==> src/rtl/pt_pkg.sv <==
package pt_pkg;
  typedef struct packed {
    logic retrig;
    logic trig_neg;
    logic trig_pos;
    logic en_n;
    logic en;
  } pt_in_t;

  localparam int PT_IN_W = 5;
  // Idle level of every control input; the low-active enable idles high.
  localparam logic [PT_IN_W-1:0] PT_IN_IDLE = 5'b00010;
endpackage

==> src/rtl/pt_sync.sv <==
module pt_sync #(
  parameter int W = 1,
  parameter logic [W-1:0] RST = '0
) (
  input  logic         clk,
  input  logic         rst_n,
  input  logic [W-1:0] d,
  output logic [W-1:0] q
);
  logic [W-1:0] meta_q;

  for (genvar i = 0; i < W; i++) begin : g_bit
    always_ff @(posedge clk or negedge rst_n) begin
      if (!rst_n) begin
        meta_q[i] <= RST[i];
        q[i]      <= RST[i];
      end else begin
        meta_q[i] <= d[i];
        q[i]      <= meta_q[i];
      end
    end
  end
endmodule

==> src/rtl/pt_trig_decode.sv <==
module pt_trig_decode (
  input  logic clk,
  input  logic rst_n,
  input  logic tp_s,
  input  logic tn_s,
  input  logic rt_s,
  output logic fire,
  output logic rearm
);
  logic tp_prev_q, tn_prev_q, rt_prev_q;

  always_ff @(posedge clk or negedge rst_n) begin
    if (!rst_n) begin
      tp_prev_q <= 1'b0;
      tn_prev_q <= 1'b0;
      rt_prev_q <= 1'b0;
    end else begin
      tp_prev_q <= tp_s;
      tn_prev_q <= tn_s;
      rt_prev_q <= rt_s;
    end
  end

  // rising positive trigger gated by low negative trigger, or
  // falling negative trigger gated by high positive trigger
  assign fire  = (tp_s & ~tp_prev_q & ~tn_s) | (~tn_s & tn_prev_q & tp_s);
  assign rearm = rt_s & ~rt_prev_q;
endmodule

==> src/rtl/pt_astable.sv <==
module pt_astable #(
  parameter int HALF_CYC = 10
) (
  input  logic clk,
  input  logic rst_n,
  input  logic mr,
  input  logic run,
  output logic q_o,
  output logic osc_o
);
  localparam int CW  = (HALF_CYC > 2) ? $clog2(HALF_CYC) : 1;
  localparam int QTR = HALF_CYC / 2;
  localparam logic [CW-1:0] LAST = CW'(HALF_CYC - 1);

  logic          on_q, on_d;
  logic          ph_q, ph_d;
  logic [CW-1:0] cnt_q, cnt_d;
  logic          cnt_en;

  assign cnt_en = on_q & (cnt_q != LAST);

  always_comb begin
    on_d  = on_q;
    ph_d  = ph_q;
    cnt_d = cnt_q;
    if (mr) begin
      on_d  = 1'b0;
      ph_d  = 1'b0;
      cnt_d = '0;
    end else if (!on_q) begin
      if (run) begin
        on_d  = 1'b1;
        ph_d  = 1'b1;
        cnt_d = '0;
      end
    end else if (cnt_en) begin
      cnt_d = cnt_q + 1'b1;
    end else begin
      cnt_d = '0;
      if (ph_q)     ph_d = 1'b0;
      else if (run) ph_d = 1'b1;
      else          on_d = 1'b0;
    end
  end

  always_ff @(posedge clk or negedge rst_n) begin
    if (!rst_n) begin
      on_q  <= 1'b0;
      ph_q  <= 1'b0;
      cnt_q <= '0;
    end else begin
      on_q  <= on_d;
      ph_q  <= ph_d;
      cnt_q <= cnt_d;
    end
  end

  assign q_o   = ph_q;
  assign osc_o = on_q & (cnt_q < CW'(QTR));

  // a high half period ends only at its last count
  p_full_high_r4: assert property (@(posedge clk) disable iff (!rst_n)
    ($fell(ph_q) && !$past(mr)) |-> ($past(cnt_q) == LAST));

  // master reset stops the oscillator at the next edge
  p_mr_stops_r11: assert property (@(posedge clk) disable iff (!rst_n)
    mr |=> (!on_q && !ph_q));
endmodule

==> src/rtl/pt_oneshot.sv <==
module pt_oneshot #(
  parameter int PULSE_CYC = 11
) (
  input  logic clk,
  input  logic rst_n,
  input  logic mr,
  input  logic fire,
  input  logic rearm,
  output logic q_o
);
  localparam int CW = (PULSE_CYC > 2) ? $clog2(PULSE_CYC) : 1;
  localparam logic [CW-1:0] LAST = CW'(PULSE_CYC - 1);

  logic          busy_q, busy_d;
  logic [CW-1:0] cnt_q, cnt_d;

  always_comb begin
    busy_d = busy_q;
    cnt_d  = cnt_q;
    if (mr) begin
      busy_d = 1'b0;
      cnt_d  = '0;
    end else if (!busy_q) begin
      if (fire) begin
        busy_d = 1'b1;
        cnt_d  = '0;
      end
    end else if (rearm) begin
      cnt_d = '0;
    end else if (cnt_q == LAST) begin
      busy_d = 1'b0;
      cnt_d  = '0;
    end else begin
      cnt_d = cnt_q + 1'b1;
    end
  end

  always_ff @(posedge clk or negedge rst_n) begin
    if (!rst_n) begin
      busy_q <= 1'b0;
      cnt_q  <= '0;
    end else begin
      busy_q <= busy_d;
      cnt_q  <= cnt_d;
    end
  end

  assign q_o = busy_q;

  // a pulse is not cut short before its last count
  p_hold_r5: assert property (@(posedge clk) disable iff (!rst_n)
    (busy_q && !mr && !rearm && cnt_q != LAST) |=> busy_q);

  // a pulse begins only from an idle state on a decoded trigger
  p_start_r8: assert property (@(posedge clk) disable iff (!rst_n)
    $rose(busy_q) |-> $past(fire));

  // a retrigger edge during a pulse restarts the count
  p_restart_r9: assert property (@(posedge clk) disable iff (!rst_n)
    (busy_q && rearm && !mr) |=> (busy_q && cnt_q == '0));

  // master reset ends the pulse at the next edge
  p_mr_clear_r11: assert property (@(posedge clk) disable iff (!rst_n)
    mr |=> !busy_q);
endmodule

==> src/rtl/pulse_timer.sv <==
module pulse_timer #(
  parameter int HALF_CYC  = 10,
  parameter int PULSE_CYC = 11
) (
  input  logic clk,
  input  logic rst_n,
  input  logic trig_pos,
  input  logic trig_neg,
  input  logic astb_en,
  input  logic astb_en_n,
  input  logic retrig,
  input  logic mreset,
  output logic q,
  output logic q_n,
  output logic osc
);
  import pt_pkg::*;

  pt_in_t raw_in, syn_in;
  logic   run, fire, rearm;
  logic   ast_q, ast_osc, shot_q;

  always_comb begin
    raw_in.retrig   = retrig;
    raw_in.trig_neg = trig_neg;
    raw_in.trig_pos = trig_pos;
    raw_in.en_n     = astb_en_n;
    raw_in.en       = astb_en;
  end

  pt_sync #(.W(PT_IN_W), .RST(PT_IN_IDLE)) u_sync (
    .clk(clk), .rst_n(rst_n), .d(raw_in), .q(syn_in)
  );

  assign run = syn_in.en | ~syn_in.en_n;

  pt_trig_decode u_decode (
    .clk(clk), .rst_n(rst_n),
    .tp_s(syn_in.trig_pos), .tn_s(syn_in.trig_neg), .rt_s(syn_in.retrig),
    .fire(fire), .rearm(rearm)
  );

  pt_astable #(.HALF_CYC(HALF_CYC)) u_astable (
    .clk(clk), .rst_n(rst_n), .mr(mreset), .run(run),
    .q_o(ast_q), .osc_o(ast_osc)
  );

  pt_oneshot #(.PULSE_CYC(PULSE_CYC)) u_oneshot (
    .clk(clk), .rst_n(rst_n), .mr(mreset), .fire(fire), .rearm(rearm),
    .q_o(shot_q)
  );

  assign q   = (ast_q | shot_q) & ~mreset;
  assign q_n = ~q;
  assign osc = ast_osc & ~mreset;

  // master reset overrides every source, combinationally
  always_comb begin
    if (rst_n && mreset) a_mr_out_r11: assert (!q && !osc);
  end
endmodule

==> config.mk <==
export PLATFORM = sky130hd
export DESIGN_NAME = pulse_timer
export DESIGN_NICKNAME = d
export VERILOG_FILES = /design/src/rtl/pt_pkg.sv /design/src/rtl/pt_sync.sv /design/src/rtl/pt_trig_decode.sv /design/src/rtl/pt_astable.sv /design/src/rtl/pt_oneshot.sv /design/src/rtl/pulse_timer.sv
export SDC_FILE = /design/constraint.sdc
export NUM_CORES = 1
export LEC_CHECK = 0
export ABC_AREA = 1
export ABC_CLOCK_PERIOD_IN_PS = 2850
export BUFFER_PORTS_ARGS = -buffer_cell sky130_fd_sc_hd__buf_2
export CAP_MARGIN = 15
export CORE_UTILIZATION = 60
export CTS_CLUSTER_SIZE = 30
export DETAILED_ROUTE_END_ITERATION = 16
export HOLD_SLACK_MARGIN = 0.06
export PLACE_DENSITY_LB_ADDON = 0.1
export SETUP_SLACK_MARGIN = 0.5
export SYNTH_ARGS = -nofsm -noshare
export SYNTH_HDL_FRONTEND = slang
export SYNTH_HIERARCHICAL = 1
export SYNTH_SLANG_ARGS = --single-unit
export TNS_END_PERCENT = 10
==> constraint.sdc <==
create_clock -name clk -period 2.85 [get_ports clk]
set_input_delay 0.285 -clock clk [delete_from_list [all_inputs] [get_ports clk]]
set_output_delay 0.285 -clock clk [all_outputs]
set_load 0.005 [all_outputs]
==> summary.md <==
| Metric | Value |
|---|---|
| Final period utilization | 0.598 |
| Final nets | ~150 |
| Max Cap Violations | 0 |
| RSZ-0062 raised after global routing | no |
| Pre-Repair DR Iteration Count | 10 |
| Hold Vio Cnt, Final | 0 |
| ANT nets after route | 0 |
| Worst path required time | approximately 2.6 ns |
| Power Dens Cells | 551 nW/um^2 |
| Routability Congestion | approximately 0.79 |
| I/O Buffers | 10 |
| Leak Pwr | roughly 0.65 nW |
| CTS tree | yes |
| Die W | ~44 microns |
| Yosys top cell by area | dfrtp_1 |
| Yosys reg bits | 24 |
| Inserted Diodes | 0 |
| Syn_area_per_cell | about 9 sq um |
| Number of antenna violations at the first check in global routing | 0 |
| WS Path Type | register to output pin |
| Worst-case vdd ir drop | between 0.0004 and 0.0005 V |
| Cells after synthesis | 115 |
| Worst hold path class | primary input to register |
| Status | finished, violations left |
| Worst EP arrival | 1.42 ns |
| Largest net degree at the start of global routing | 25 |
| Clk buf depth | 2 |
| Total number of vias | between 700 and 800 |
| Drt wl/cell | 11.4 microns |
| First-pass GRT wire length | a little under 3000 microns |
| CTS buffer count | 3 |
| Layout cells sized above 1 | 0.207 |
| CP endpoint kind | output pin |
| Drt initial violations | 15 |
| Number of H-tree levels | 1 |
| Chip Height | about 44 microns |
| Worst Tran Pin Value | 0.507 ns |
| Wirelength, routed | between 1500 and 2000 microns |
| Netlist cell types | 19 |
| Number of global-route vias before repair | ~730 |
| Synth Cell Area | roughly 1100 sq um |
| Post-synth net total | 128 |
| Setup WS pre-CTS | 1.51 ns |
| CTS clk-pin slew, worst paths | approximately 0.13 ns |
| Achievable clock frequency | roughly 590 MHz |
| Final count of negative-setup-slack endpoints | 0 |
| CTS resizes | 0 |
| Reg2reg start | u_oneshot/cnt_q[0]$_DFFE_PN0P_ |
| Sequential area share after synthesis | 0.571 |
| Core Area | about 1600 sq um |
| Placed cells | between 100 and 150 |
| Hold_sp | mreset |
| HPWL Detailed | around 1200 microns |
| Die area | 1930 sq um |
| Skew-Pair Late Insertion Delay | ~0.31 ns |
| TNS Setup | 0 ns |
| Row count | 14 |
| Slew Viols, Final | 0 |
| Vias per cell | 5.12 |
| Crit path launch type | register |
| Synthesis-to-finish area growth | 17.3% |
| Post-CTS Setup Inserts | 0 |
| Total grt overflow | 0 |
| Min cycle time layout | about 1.7 ns |
| Sink Count | 24 |
| Fillers | between 90 and 100 |
| Synth Warn # | 6 |
| Setup slack after layout | ~1.1 ns |
| Initial Util | 0.670 |
| Clock Skew | approximately 0.0055 ns |
| Worst-path fanout max | 4 |
| Top post-synthesis cells by area | dfrtp_1 (52%), nand2_1 (7.8%), inv_1 (6.4%) |
| Clock root buffer | clkbuf_4 |
| Critical Path Start | u_astable/cnt_q[0]$_DFFE_PN0P_ |
| Layout Cells excl Fill | about 150 |
| GRT Resource Usage Total | 0.220 |
| Slew margin rel. | 0.662 |
| Failing checks | design-rule violations |
| DRC errors left | 1 |
| Hold_buf cts | 5 |
| Yosys top cell area share | 0.521 |
| Ports | 11 |
where the power goes:
group | internal, mW | switching (mW)
combinational | 0.0281 | 0.0412
clock | 0.142 | 0.0991
sequential | 0.359 | 0.0126
total | 0.529 | 0.153
registers in the layout, summed over array words and instances, names as in the netlist:
register            flops
u_oneshot/cnt_q         4
u_oneshot/q_o           1
u_decode/tp_prev_q      1
u_astable/on_q          1
u_decode/tn_prev_q      1
u_sync/meta_q           5
u_astable/q_o           1
u_decode/rt_prev_q      1
u_sync/q                5
u_astable/cnt_q         4
stage by stage:
step / power, mW / util / hold slack, ns / instance area [sq um]
5_1_grt: 0.710 / 0.786 / 0.290 / 1240
6_report: 0.682 / 0.786 / 0.269 / 1240
3_3_place_gp: 0.437 / 0.714 / 0.275 / 1130
4_1_cts: 0.689 / 0.779 / 0.0632 / 1230
3_5_place_dp: 0.442 / 0.714 / 0.291 / 1130
2_1_floorplan: 0.415 / - / -0.0106 / 1060
cell type report:
type	instances	area, sq um	share of cell area
flip-flops and latches	24	603	0.487
multi-input cells	70	374	0.302
repair buffers	16	110	0.0889
inverters	21	78.8	0.0636
clock inverters	1	30.0	0.0242
clock buffers	3	22.5	0.0182
well taps	16	20.0	0.0162
cells in the mapped netlist (all sizes together):
cell type,count
nand2,25
dfrtp,22
inv,20
nor2,19
nand3,8
o21ai,7
ha,5
a21oi,2
dfstp,2
a31oi,1
clkinv,1
nand4,1
o21bai,1
xor2,1
placed cells by master, fill, tap and decap left out, types with 2 or more instances in the layout:
cell type,count
inv_2,2
buf_2,10
inv_1,18
nand3_1,7
dlygate4sd3_1,6
dfstp_2,2
o21ai_0,7
a21oi_1,2
clkbuf_4,3
nand2_1,22
dfrtp_1,22
nor2_2,5
nand2_2,3
ha_1,5
nor2_1,13
critical path: stages, from the launching register on:
cell     delay [ns]
dfrtp_1        0.41
inv_1          0.09
ha_1           0.19
o21ai_0        0.15
nor2_1         0.06
inv_1          0.05
nor2_1         0.03
buf_2          0.12
cells by family after synthesis:
| group | share of synthesized area |
|---|---|
| AOI/OAI and AO/OA | 0.0557 |
| adders and majority gates | 0.0592 |
| xor gates and xnor gates | 0.00830 |
| and+or+nand+nor | 0.231 |
| DFF | 0.571 |
| buffers and inverters | 0.0746 |
path summary, 6_finish.rpt:
path	to	slack, ns	cells past startpoint
min in group asynchronous	u_astable/cnt_q[2]$_DFFE_PN0P_	0.45	2
worst min-delay path	u_astable/on_q$_DFF_PN0_	0.27	2
max in group asynchronous	u_sync/q[1]$_DFF_PN1_	2.04	2
worst max-delay path	osc	1.15	7
worst min register to register	u_sync/q[1]$_DFF_PN1_	0.37	0
worst max register to register	u_oneshot/cnt_q[1]$_DFFE_PN0P_	1.59	7
layer usage:
layer | vias up | GRT usage | wire, microns
met5 | - | 0 | 0
met4 | 0 | 0.127 | 35
met3 | 4 | 0.0375 | 61
met2 | 25 | 0.385 | 845
met1 | 355 | 0.252 | 778
li1 | 389 | - | -
(Power assumes the default switching activity.)
